## src/rtl/neuron_pkg.sv

```systemverilog
package neuron_pkg;

    localparam int ARG_W   = 9;
    localparam int Y_W     = 8;
    localparam int ARG_MID = 256;
    localparam int ARG_MAX = 511;
    localparam int Y_MID   = 128;
    localparam int Y_MAX   = 255;

    typedef enum logic [1:0] {
        PH_IDLE,
        PH_ACCUM,
        PH_CLAMP,
        PH_ACTIVATE
    } phase_t;

    // Quadratic segment coefficients, scaled by 16, for the upper half of
    // the curve. Each segment spans 64 argument steps (two units of x).
    function automatic int coef_base(input logic [1:0] seg);
        int r;
        unique case (seg)
            2'd0: r = 0;
            2'd1: r = 1554;
            2'd2: r = 1967;
            2'd3: r = 2030;
        endcase
        return r;
    endfunction

    function automatic int coef_lin(input logic [1:0] seg);
        int r;
        unique case (seg)
            2'd0: r = 2217;
            2'd1: r = 759;
            2'd2: r = 121;
            2'd3: r = 17;
        endcase
        return r;
    endfunction

    function automatic int coef_quad(input logic [1:0] seg);
        int r;
        unique case (seg)
            2'd0: r = -664;
            2'd1: r = -346;
            2'd2: r = -58;
            2'd3: r = -8;
        endcase
        return r;
    endfunction

endpackage

```

## src/rtl/neuron_ctrl.sv

```systemverilog
module neuron_ctrl
    import neuron_pkg::*;
#(
    parameter int FAN_IN = 8
) (
    input  logic   clk,
    input  logic   rst_n,
    input  logic   load,
    input  logic   in_valid,
    output phase_t phase,
    output logic   seed,
    output logic   take,
    output logic   arg_en,
    output logic   res_en
);

    localparam int CNT_W = (FAN_IN > 1) ? $clog2(FAN_IN) : 1;
    localparam logic [CNT_W-1:0] LAST = CNT_W'(FAN_IN - 1);

    phase_t           phase_q;
    phase_t           phase_d;
    logic [CNT_W-1:0] cnt_q;
    logic             at_last;

    assign at_last = (cnt_q == LAST);
    assign phase   = phase_q;

    // State register
    always_ff @(posedge clk or negedge rst_n) begin
        if (!rst_n) begin
            phase_q <= PH_IDLE;
        end else begin
            phase_q <= phase_d;
        end
    end

    // Transitions: restart has priority over every other move
    always_comb begin
        phase_d = phase_q;
        if (load) begin
            phase_d = PH_ACCUM;
        end else begin
            unique case (phase_q)
                PH_IDLE:     phase_d = PH_IDLE;
                PH_ACCUM:    if (in_valid && at_last) phase_d = PH_CLAMP;
                PH_CLAMP:    phase_d = PH_ACTIVATE;
                PH_ACTIVATE: phase_d = PH_IDLE;
            endcase
        end
    end

    // Per-state datapath enables
    always_comb begin
        seed   = load;
        take   = 1'b0;
        arg_en = 1'b0;
        res_en = 1'b0;
        if (!load) begin
            unique case (phase_q)
                PH_IDLE:     ;
                PH_ACCUM:    take   = in_valid;
                PH_CLAMP:    arg_en = 1'b1;
                PH_ACTIVATE: res_en = 1'b1;
            endcase
        end
    end

    // Accepted-sample counter
    always_ff @(posedge clk or negedge rst_n) begin
        if (!rst_n) begin
            cnt_q <= '0;
        end else if (load) begin
            cnt_q <= '0;
        end else if (take) begin
            cnt_q <= at_last ? '0 : cnt_q + 1'b1;
        end
    end

endmodule

```

## src/rtl/neuron_mac.sv

```systemverilog
module neuron_mac #(
    parameter int DATA_W = 8,
    parameter int BIAS_W = 16,
    parameter int ACC_W  = 21
) (
    input  logic                    clk,
    input  logic                    rst_n,
    input  logic                    seed,
    input  logic                    take,
    input  logic [BIAS_W-1:0]       bias,
    input  logic [DATA_W-1:0]       in_x,
    input  logic [DATA_W-1:0]       in_w,
    output logic signed [ACC_W-1:0] acc
);

    localparam int PROD_W = 2 * DATA_W;

    logic signed [PROD_W-1:0] prod;
    logic signed [ACC_W-1:0]  prod_ext;
    logic signed [ACC_W-1:0]  bias_ext;

    assign prod     = $signed(in_x) * $signed(in_w);
    assign prod_ext = ACC_W'(prod);
    assign bias_ext = ACC_W'($signed(bias));

    always_ff @(posedge clk or negedge rst_n) begin
        if (!rst_n) begin
            acc <= '0;
        end else if (seed) begin
            acc <= bias_ext;
        end else if (take) begin
            acc <= acc + prod_ext;
        end
    end

endmodule

```

## src/rtl/neuron_clamp.sv

```systemverilog
module neuron_clamp
    import neuron_pkg::*;
#(
    parameter int ACC_W = 21
) (
    input  logic signed [ACC_W-1:0] acc,
    output logic [ARG_W-1:0]        arg
);

    localparam logic signed [ACC_W:0] MID = (ACC_W+1)'(ARG_MID);
    localparam logic signed [ACC_W:0] TOP = (ACC_W+1)'(ARG_MAX);

    logic signed [ACC_W:0] shifted;

    always_comb begin
        shifted = (ACC_W+1)'(acc) + MID;
        if (shifted < 0) begin
            arg = '0;
        end else if (shifted > TOP) begin
            arg = ARG_W'(ARG_MAX);
        end else begin
            arg = ARG_W'(shifted);
        end
    end

endmodule

```

## src/rtl/neuron_sigmoid.sv

```systemverilog
module neuron_sigmoid
    import neuron_pkg::*;
(
    input  logic [ARG_W-1:0] arg,
    output logic [Y_W-1:0]   y
);

    logic       upper;
    logic [7:0] mag;
    logic [1:0] seg;
    int         t;
    int         poly;
    int         g;
    logic [7:0] ypos;

    always_comb begin
        upper = arg[ARG_W-1];
        mag   = upper ? arg[7:0] : 8'(ARG_W'(ARG_MID) - arg);
        seg   = mag[7:6];
        t     = int'(mag[5:0]);
        poly  = coef_base(seg) * 4096 + coef_lin(seg) * t * 64
              + coef_quad(seg) * t * t;
        g     = poly >>> 16;
        if (g > Y_MAX - Y_MID) g = Y_MAX - Y_MID;
        if (g < 0) g = 0;
        ypos  = 8'(Y_MID + g);
        if (arg == ARG_W'(0)) begin
            y = '0;
        end else if (arg == ARG_W'(ARG_MAX)) begin
            y = Y_W'(Y_MAX);
        end else if (upper) begin
            y = ypos;
        end else begin
            y = Y_W'(Y_MAX) - ypos;
        end
    end

endmodule

```

## src/rtl/serial_neuron.sv

```systemverilog
module serial_neuron
    import neuron_pkg::*;
#(
    parameter int FAN_IN = 8,
    parameter int DATA_W = 8,
    parameter int BIAS_W = 16
) (
    input  logic              clk,
    input  logic              rst_n,
    input  logic              load,
    input  logic [BIAS_W-1:0] bias,
    input  logic              in_valid,
    input  logic [DATA_W-1:0] in_x,
    input  logic [DATA_W-1:0] in_w,
    output logic [Y_W-1:0]    out_y,
    output logic              out_valid
);

    localparam int PROD_W = 2 * DATA_W;
    localparam int SUM_W  = PROD_W + $clog2(FAN_IN + 1);
    localparam int ACC_W  = ((SUM_W > BIAS_W) ? SUM_W : BIAS_W) + 1;

    phase_t                  phase;
    logic                    seed;
    logic                    take;
    logic                    arg_en;
    logic                    res_en;
    logic signed [ACC_W-1:0] acc;
    logic [ARG_W-1:0]        arg_d;
    logic [ARG_W-1:0]        arg_q;
    logic [Y_W-1:0]          y_d;

    neuron_ctrl #(.FAN_IN(FAN_IN)) u_ctrl (
        .clk      (clk),
        .rst_n    (rst_n),
        .load     (load),
        .in_valid (in_valid),
        .phase    (phase),
        .seed     (seed),
        .take     (take),
        .arg_en   (arg_en),
        .res_en   (res_en)
    );

    neuron_mac #(.DATA_W(DATA_W), .BIAS_W(BIAS_W), .ACC_W(ACC_W)) u_mac (
        .clk   (clk),
        .rst_n (rst_n),
        .seed  (seed),
        .take  (take),
        .bias  (bias),
        .in_x  (in_x),
        .in_w  (in_w),
        .acc   (acc)
    );

    neuron_clamp #(.ACC_W(ACC_W)) u_clamp (
        .acc (acc),
        .arg (arg_d)
    );

    neuron_sigmoid u_sig (
        .arg (arg_q),
        .y   (y_d)
    );

    always_ff @(posedge clk or negedge rst_n) begin
        if (!rst_n) begin
            arg_q <= '0;
        end else if (arg_en) begin
            arg_q <= arg_d;
        end
    end

    always_ff @(posedge clk or negedge rst_n) begin
        if (!rst_n) begin
            out_y     <= '0;
            out_valid <= 1'b0;
        end else begin
            out_valid <= res_en;
            if (res_en) begin
                out_y <= y_d;
            end
        end
    end

endmodule

```

## config.mk

```make
export PLATFORM = sky130hd
export DESIGN_NAME = serial_neuron
export DESIGN_NICKNAME = d
export VERILOG_FILES = /design/src/rtl/neuron_pkg.sv /design/src/rtl/neuron_ctrl.sv /design/src/rtl/neuron_mac.sv /design/src/rtl/neuron_clamp.sv /design/src/rtl/neuron_sigmoid.sv /design/src/rtl/serial_neuron.sv
export SDC_FILE = /design/constraint.sdc
export NUM_CORES = 1
export LEC_CHECK = 0
export BUFFER_PORTS_ARGS = -buffer_cell sky130_fd_sc_hd__buf_2
export CORE_ASPECT_RATIO = 1.5
export CORE_MARGIN = 10
export CORE_UTILIZATION = 40
export DETAILED_ROUTE_END_ITERATION = 6
export HOLD_SLACK_MARGIN = 0.08
export PLACE_DENSITY = 0.59
export SLEW_MARGIN = 15
export SYNTH_ARGS = -nofsm -noshare
export SYNTH_HDL_FRONTEND = slang
export SYNTH_SLANG_ARGS = --single-unit
```

## constraint.sdc

```tcl
create_clock -name clk -period 11.5 [get_ports clk]
set_input_delay 0.575 -clock clk [delete_from_list [all_inputs] [get_ports clk]]
set_output_delay 0.575 -clock clk [all_outputs]
set_load 0.01 [all_outputs]
```

==> flow_summary.toml, run 1 <==
[status]
run_status = "complete, no violations"

[clocking]
root_buffer = "clkbuf_16"
cts_buffer_depth = 2
clkLatencyLatePin_ns = 0.31
cts_tree = "built"
cts_buffers = 5
numClockSinks = 44
path_clk_slew_ns = 0.06
h-tree-depth = 2

[detailed_routing]
vias_per_cell = 5.11
dr.pass1.iters = 5
antenna_violating_nets_post_route = 0
wl_per_cell_um = 17.4
vias = 12400
drtIter0Drc = 497
drc = 0
wirelength_um = 42300

[floorplanning]
start_util = 0.403
pin_count = 45
die_x_um = 186
die-area_um2 = 50000
rows = 91
fp.dieH_um = 269
core_area_um2 = 41000

[global_routing]
grt_util_met1 = 0.180
use_met3 = 0.00917
grt-busiest-layer = "met2"
grt_first_pass_wirelength_um = 70700
grt_max_degree = 45
first_global_vias = 14200
track_usage = 0.179
antenna_found_initial = 0
overflow = 0
gr-usage-met2 = 0.363

[setup_path]
cp-end-kind = "flip-flop"
r2r_end = "out_y[3]"
required_ns = 11.72
critPathSlowestCell = "fa_1"
cp.arrival_ns = 11.13
cp_common_cell = "fa_1"
r2r_start = "arg_q[4]"
cp-start-kind = "flip-flop"
critical_path_class = "flip-flop to flip-flop"
reg2regPathDepth = 43
crit_fanout = 14
r2r_slack_ns = 0.60
critical_path.max_stage_delay_ns = 0.61

[synthesis]
synth_seq_area_share = 0.0667
avgSynthCellArea_um2 = 8.77
synth_top_cell_by_area = "fa_1"
synth_area_um2 = 16500
ys_ff_latch = 44
async_flop_share = 1.00
yosysTopAreaCellShare = 0.355
synth_compound_area_frac = 0.0999
ys.flop_type = "dfrtp_1"
synth_xor_area_frac = 0.0403
synth_cells = 1882
yosysWarnings = 0
synthAdderAreaFrac = 0.525
synthTopCellsByArea = "fa_1, ha_1, inv_1"
muxShareOfSynthArea = 0.00879
synth_top_family_by_area = "adder cells"
synthSimpleGateAreaFrac = 0.146
synth_edf_count = 0
syn-num-nets = 2435
synth_cell_types = 71

[cells_and_area]
final_cells = 2431
drive_above_1_share = 0.0740
syn_to_final_growth_pct = 7.29
nets = 2472
final.fill_count = 4170
fin_util = 0.432
antenna_cells = 0

[flow_run]
cap_violations = 0

[sta]
layout_setup_ws_ns = 0.597
period_share = 0.948
slew_headroom = 0.308
finalHoldViolCount = 0
hold_slack_ns = 0.433
post-route-min-period_ns = 10.90
fmax_mhz = 91.7
clock-skew-final_ns = 0.00902
tightest_slew_ns = 1.04
setup_viol = 0
slew_viol_final = 0

[placed_design]
io_buffers = 44
placedCellCount = 2416
gp_congestion = 0.866
post-dp-hpwl_um = 36300
pre_cts_ws_ns = -0.00893

[worst_hold_path]
hold_class = "primary input to async pin"
[worst max-delay path: cells and delay by family, from the launching register on]
kind            cells  cell delay (ns)
buf+inv             6             0.70
mux                 1             0.20
xor+xnor            3             0.64
compound gates     12             2.24
fa+ha+maj          11             4.71
simple gates       10             1.89
flops               1             0.43
[placed cells by master (no fill, tap or decap), types with 6 or more instances in the layout]
master	synthesis	routed
or2_2	10	10
dfrtp_1	44	42
nor2_1	157	156
nand3_1	17	17
nor3_1	17	17
nand2b_1	36	36
a211oi_1	16	14
and3_1	7	7
a21o_1	23	23
mux2i_1	13	13
a211oi_2	4	6
o21a_1	10	10
xnor2_1	41	36
nand2_1	126	126
and2_1	78	78
a21oi_1	80	78
fa_1	293	293
inv_1	446	446
o21ai_0	46	45
ha_1	224	224
buf_2	1	44
xor2_1	35	32
nor4_1	7	6
buf_4	0	28
a31oi_1	7	7
o21bai_1	8	8
nor2b_1	19	18
[synthesized netlist by cell type (3+ instances only)]
cell type,n
clkbuf_1,33
inv_2,4
o21bai_1,8
a211oi_1,16
mux2i_1,13
nand2_1,126
nand3_1,17
o211ai_1,4
fa_1,293
ha_1,224
nor2_1,157
xnor2_1,41
a41oi_1,3
a21o_1,23
o21a_1,10
nor2b_1,19
nor3_2,5
and2_1,78
inv_1,446
dfrtp_1,44
buf_1,6
xor2_1,35
or2_2,10
a31oi_1,7
nor3_1,17
nor4_1,7
nand2b_1,36
a211o_1,5
and3_1,7
a21oi_1,80
o22ai_1,5
nand4_1,5
a211oi_2,4
o21ai_0,46
[worst max path at each step]
stage               startpoint       end  slack, ns  cells after the start
finish                arg_q[4]  out_y[3]       0.60                     43
global route          arg_q[5]  out_y[3]      -0.07                     43
CTS                   arg_q[5]  out_y[4]       0.08                     41
detailed placement    arg_q[5]  out_y[4]     -0.009                     41
global placement      arg_q[4]  out_y[6]       0.27                     41
floorplan             arg_q[0]  out_y[4]       0.21                     43
[metrics by stage]
step	setup TNS [ns]	instance area [um2]
global route	-0.0935	17700
floorplan	0	16500
CTS	0	17600
detailed placement	-0.0170	17400
global placement	0	17400
finish	0	17700
[area by class of cell]
type | count | area (um2) | area share
Multi-Input combinational cell | 1345 | 13700 | 0.772
Inverter | 451 | 1690 | 0.0956
Sequential cell | 44 | 1100 | 0.0623
Tap cell | 511 | 639 | 0.0361
Timing Repair Buffer | 72 | 430 | 0.0243
Clock buffer | 5 | 125 | 0.00706
Clock inverter | 3 | 47.5 | 0.00268
[per-layer routing]
metal  routed length [um]  vias up
met4                 2030        0
met1                15000     6269
met5                    0        -
met2                24500      196
met3                  772       79
li1                     -     5888
[sequential cells by signal (all words and copies together), names as in the netlist]
signal and flops:
u_mac.acc 21, out_y 8, out_valid 1, arg_q 9
u_ctrl.phase 2, u_ctrl.cnt_q 3
[cells by family after synthesis]
family                   Yosys count
AO/OA/AOI/OAI                    242
XOR/XNOR                          76
adder cells (fa/ha/maj)          517
buffers and inverters            493
flip-flops                        44
multiplexers                      14
AND/OR/NAND/NOR                  496
[repair_timing]
item                                    4_1_cts  5_1_grt
endpoints found under the setup margin        3        7
hold buffers                                  0        0
resized for setup                             1       19
setup buffers                                 0        7
pin swaps                                     0        9
Power of run 1 is not shown: default switching activity piles up to over one toggle a cycle in this logic, so the estimate is an artifact.
==> run 2, diff against run 1 <==
SYNTH_HIERARCHICAL = 1   (was default)
==> flow_summary.toml, run 2 <==
[setup_path]
critical_path_class = "flip-flop to flip-flop"
cp.arrival_ns = 11.35
cp-end-kind = "flip-flop"
cp_common_cell = "fa_1"
critical_path.max_stage_delay_ns = 0.57
critPathSlowestCell = "fa_1"
cp-start-kind = "flip-flop"
crit_fanout = 7
required_ns = 11.67

[clocking]
cts_hold_buffers = 0
h-tree-depth = 2
cts_tree = "built"
cts_buffer_depth = 2
clkLatencyLatePin_ns = 0.28
root_buffer = "clkbuf_16"
cts_buffers = 5
path_clk_slew_ns = 0.07
numClockSinks = 44

[floorplanning]
rows = 91
core_area_um2 = 41200
die_x_um = 187
pin_count = 45
start_util = 0.404
die-area_um2 = 50400
fp.dieH_um = 270

[synthesis]
yosysTopAreaCellShare = 0.352
synth_cells = 1862
synth_area_um2 = 16700
yosysWarnings = 6
yosysMostFrequentCell = "inv_1"
synthTopCellsByArea = "fa_1, ha_1, inv_1"
synth_edf_count = 0
ys_ff_latch = 44
ys.flop_type = "dfrtp_1"
synth_cell_types = 86
synth_top_cell_by_area = "fa_1"
syn-num-nets = 2416
netlist_top_cells_count = "inv_1, fa_1, ha_1"
async_flop_share = 1.00
avgSynthCellArea_um2 = 8.95
synth_seq_area_share = 0.0660

[placed_design]
post-dp-hpwl_um = 34700
io_buffers = 44
post_dp_cell_area_um2 = 18000
gp_congestion = 0.893

[cells_and_area]
largest_reg_flops = 21
final_cell_area_um2 = 19200
largestRegisters = "u_mac/acc: 21 flops, arg_q: 9 flops, out_y: 8 flops"
final-seq-area_um2 = 1100
nets = 2526
fin_util = 0.465
mostFrequentLayoutCell = "inv_1"
largest_register = "u_mac/acc"
final.fill_count = 4025
syn_to_final_growth_pct = 14.9
final_cell_mix = "inv_1, fa_1, ha_1"
drive_above_1_share = 0.169
antenna_cells = 0
multi_input_area_um2 = 14500

[detailed_routing]
drc = 0
wirelength_um = 41000
drtIter0Drc = 445
vias_per_cell = 4.97
vias = 12600
dr.pass1.iters = 5
antenna_violating_nets_post_route = 0
wl_per_cell_um = 16.2

[sta]
tightest_slew_ns = 1.05
slew_headroom = 0.299
fmax_mhz = 89.4
rsz0062_at_grt = "yes"
setup_viol = 0
tns_ns = 0
slew_viol_final = 0
period_share = 0.972
post-route-min-period_ns = 11.18
clock-skew-final_ns = 0.00930
finalHoldViolCount = 0

[global_routing]
grt_first_pass_wirelength_um = 68000
grt_max_degree = 46
first_global_vias = 13800
antenna_found_initial = 0
overflow = 0
track_usage = 0.162

[status]
run_status = "complete, no violations"

[flow_run]
cap_violations = 0

[worst_hold_path]
hold_class = "primary input to async pin"
[run 2: cell count changes in the layout (fill, tap and decap cells not counted), sizes merged, moves of 8 or more]
cell    previous run  this run
xnor2             41        49
a21oi             82        63
mux2               1        18
nor2             157       175
a211oi            21         9
nor3              22        10
o21a              10        19
buf               72       145
nand2            126       103
and2              78        58
nand2b            36        26
[run 2: kinds of logic (layout without fill, tap and decap cells)]
family | count (synthesis) | count (layout) | synth area share
adder cells (fa/ha/maj) | 518 | 518 | 0.521
AO/OA/AOI/OAI | 231 | 231 | 0.0979
AND/OR/NAND/NOR | 466 | 466 | 0.133
multiplexers | 38 | 38 | 0.0282
XOR/XNOR | 78 | 78 | 0.0418
flip-flops | 44 | 44 | 0.0660
buffers and inverters | 487 | 598 | 0.112
[run 2: final cells by class]
class	instances	share of cell area
repair buffers	146	0.0550
inverters	444	0.0874
flip-flops and latches	44	0.0575
multi-input cells	1331	0.756
well taps	558	0.0364
clock buffers	6	0.00725
clock inverters	2	0.000784
[run 2: path summary, 6_finish.rpt]
check	start	end	slack [ns]	cells past startpoint
worst max-delay path	arg_q[1]	out_y[6]	0.32	44
worst min-delay path	rst_n	u_ctrl/phase[1]	0.45	1
worst max register to register	arg_q[1]	out_y[6]	0.32	44
worst min register to register	out_y[6]	out_y[6]	0.52	1
max in group asynchronous	rst_n	arg_q[0]	10.36	1
min in group clk	out_y[6]	out_y[6]	0.52	1
[run 2: metrics by stage]
step / hold WS [ns] / setup WS [ns] / instances
2_1_floorplan: 0.279 / 0.0118 / 1862
6_report: 0.452 / 0.320 / 2531
3_3_place_gp: 0.503 / -0.259 / 2498
5_1_grt: 0.522 / -0.155 / 2531
3_5_place_dp: 0.508 / -0.472 / 2498
4_1_cts: 0.496 / 0.0159 / 2514
[run 2: metal layers]
layer  global-route usage  wire length (um)  vias to the layer above
li1                     -                 -                     6018
met1                0.183             16100                     6323
met2                0.312             22300                      184
met3               0.0155              1140                       62
met4               0.0509              1410                        0
met5                    0                 0                        -
[run 2: critical path, delay by kind of cell, from the launching register on]
kind	cells	cell delay, ns
and+or+nand+nor	9	2.28
DFF	1	0.38
adders and majority gates	11	4.43
xor gates and xnor gates	3	0.52
buffers and inverters	9	0.86
AOI/OAI and AO/OA	10	2.13
muxes	2	0.46
[run 2: what timing repair did]
item                                    CTS  global route
gates resized for setup                  12           162
endpoints found under the setup margin    7             7
gates cloned                              0             1
pin swaps                                11           100
setup buffers                             8            16
endpoints found under the hold margin     0             0
Power of run 2 is left out for the same reason.
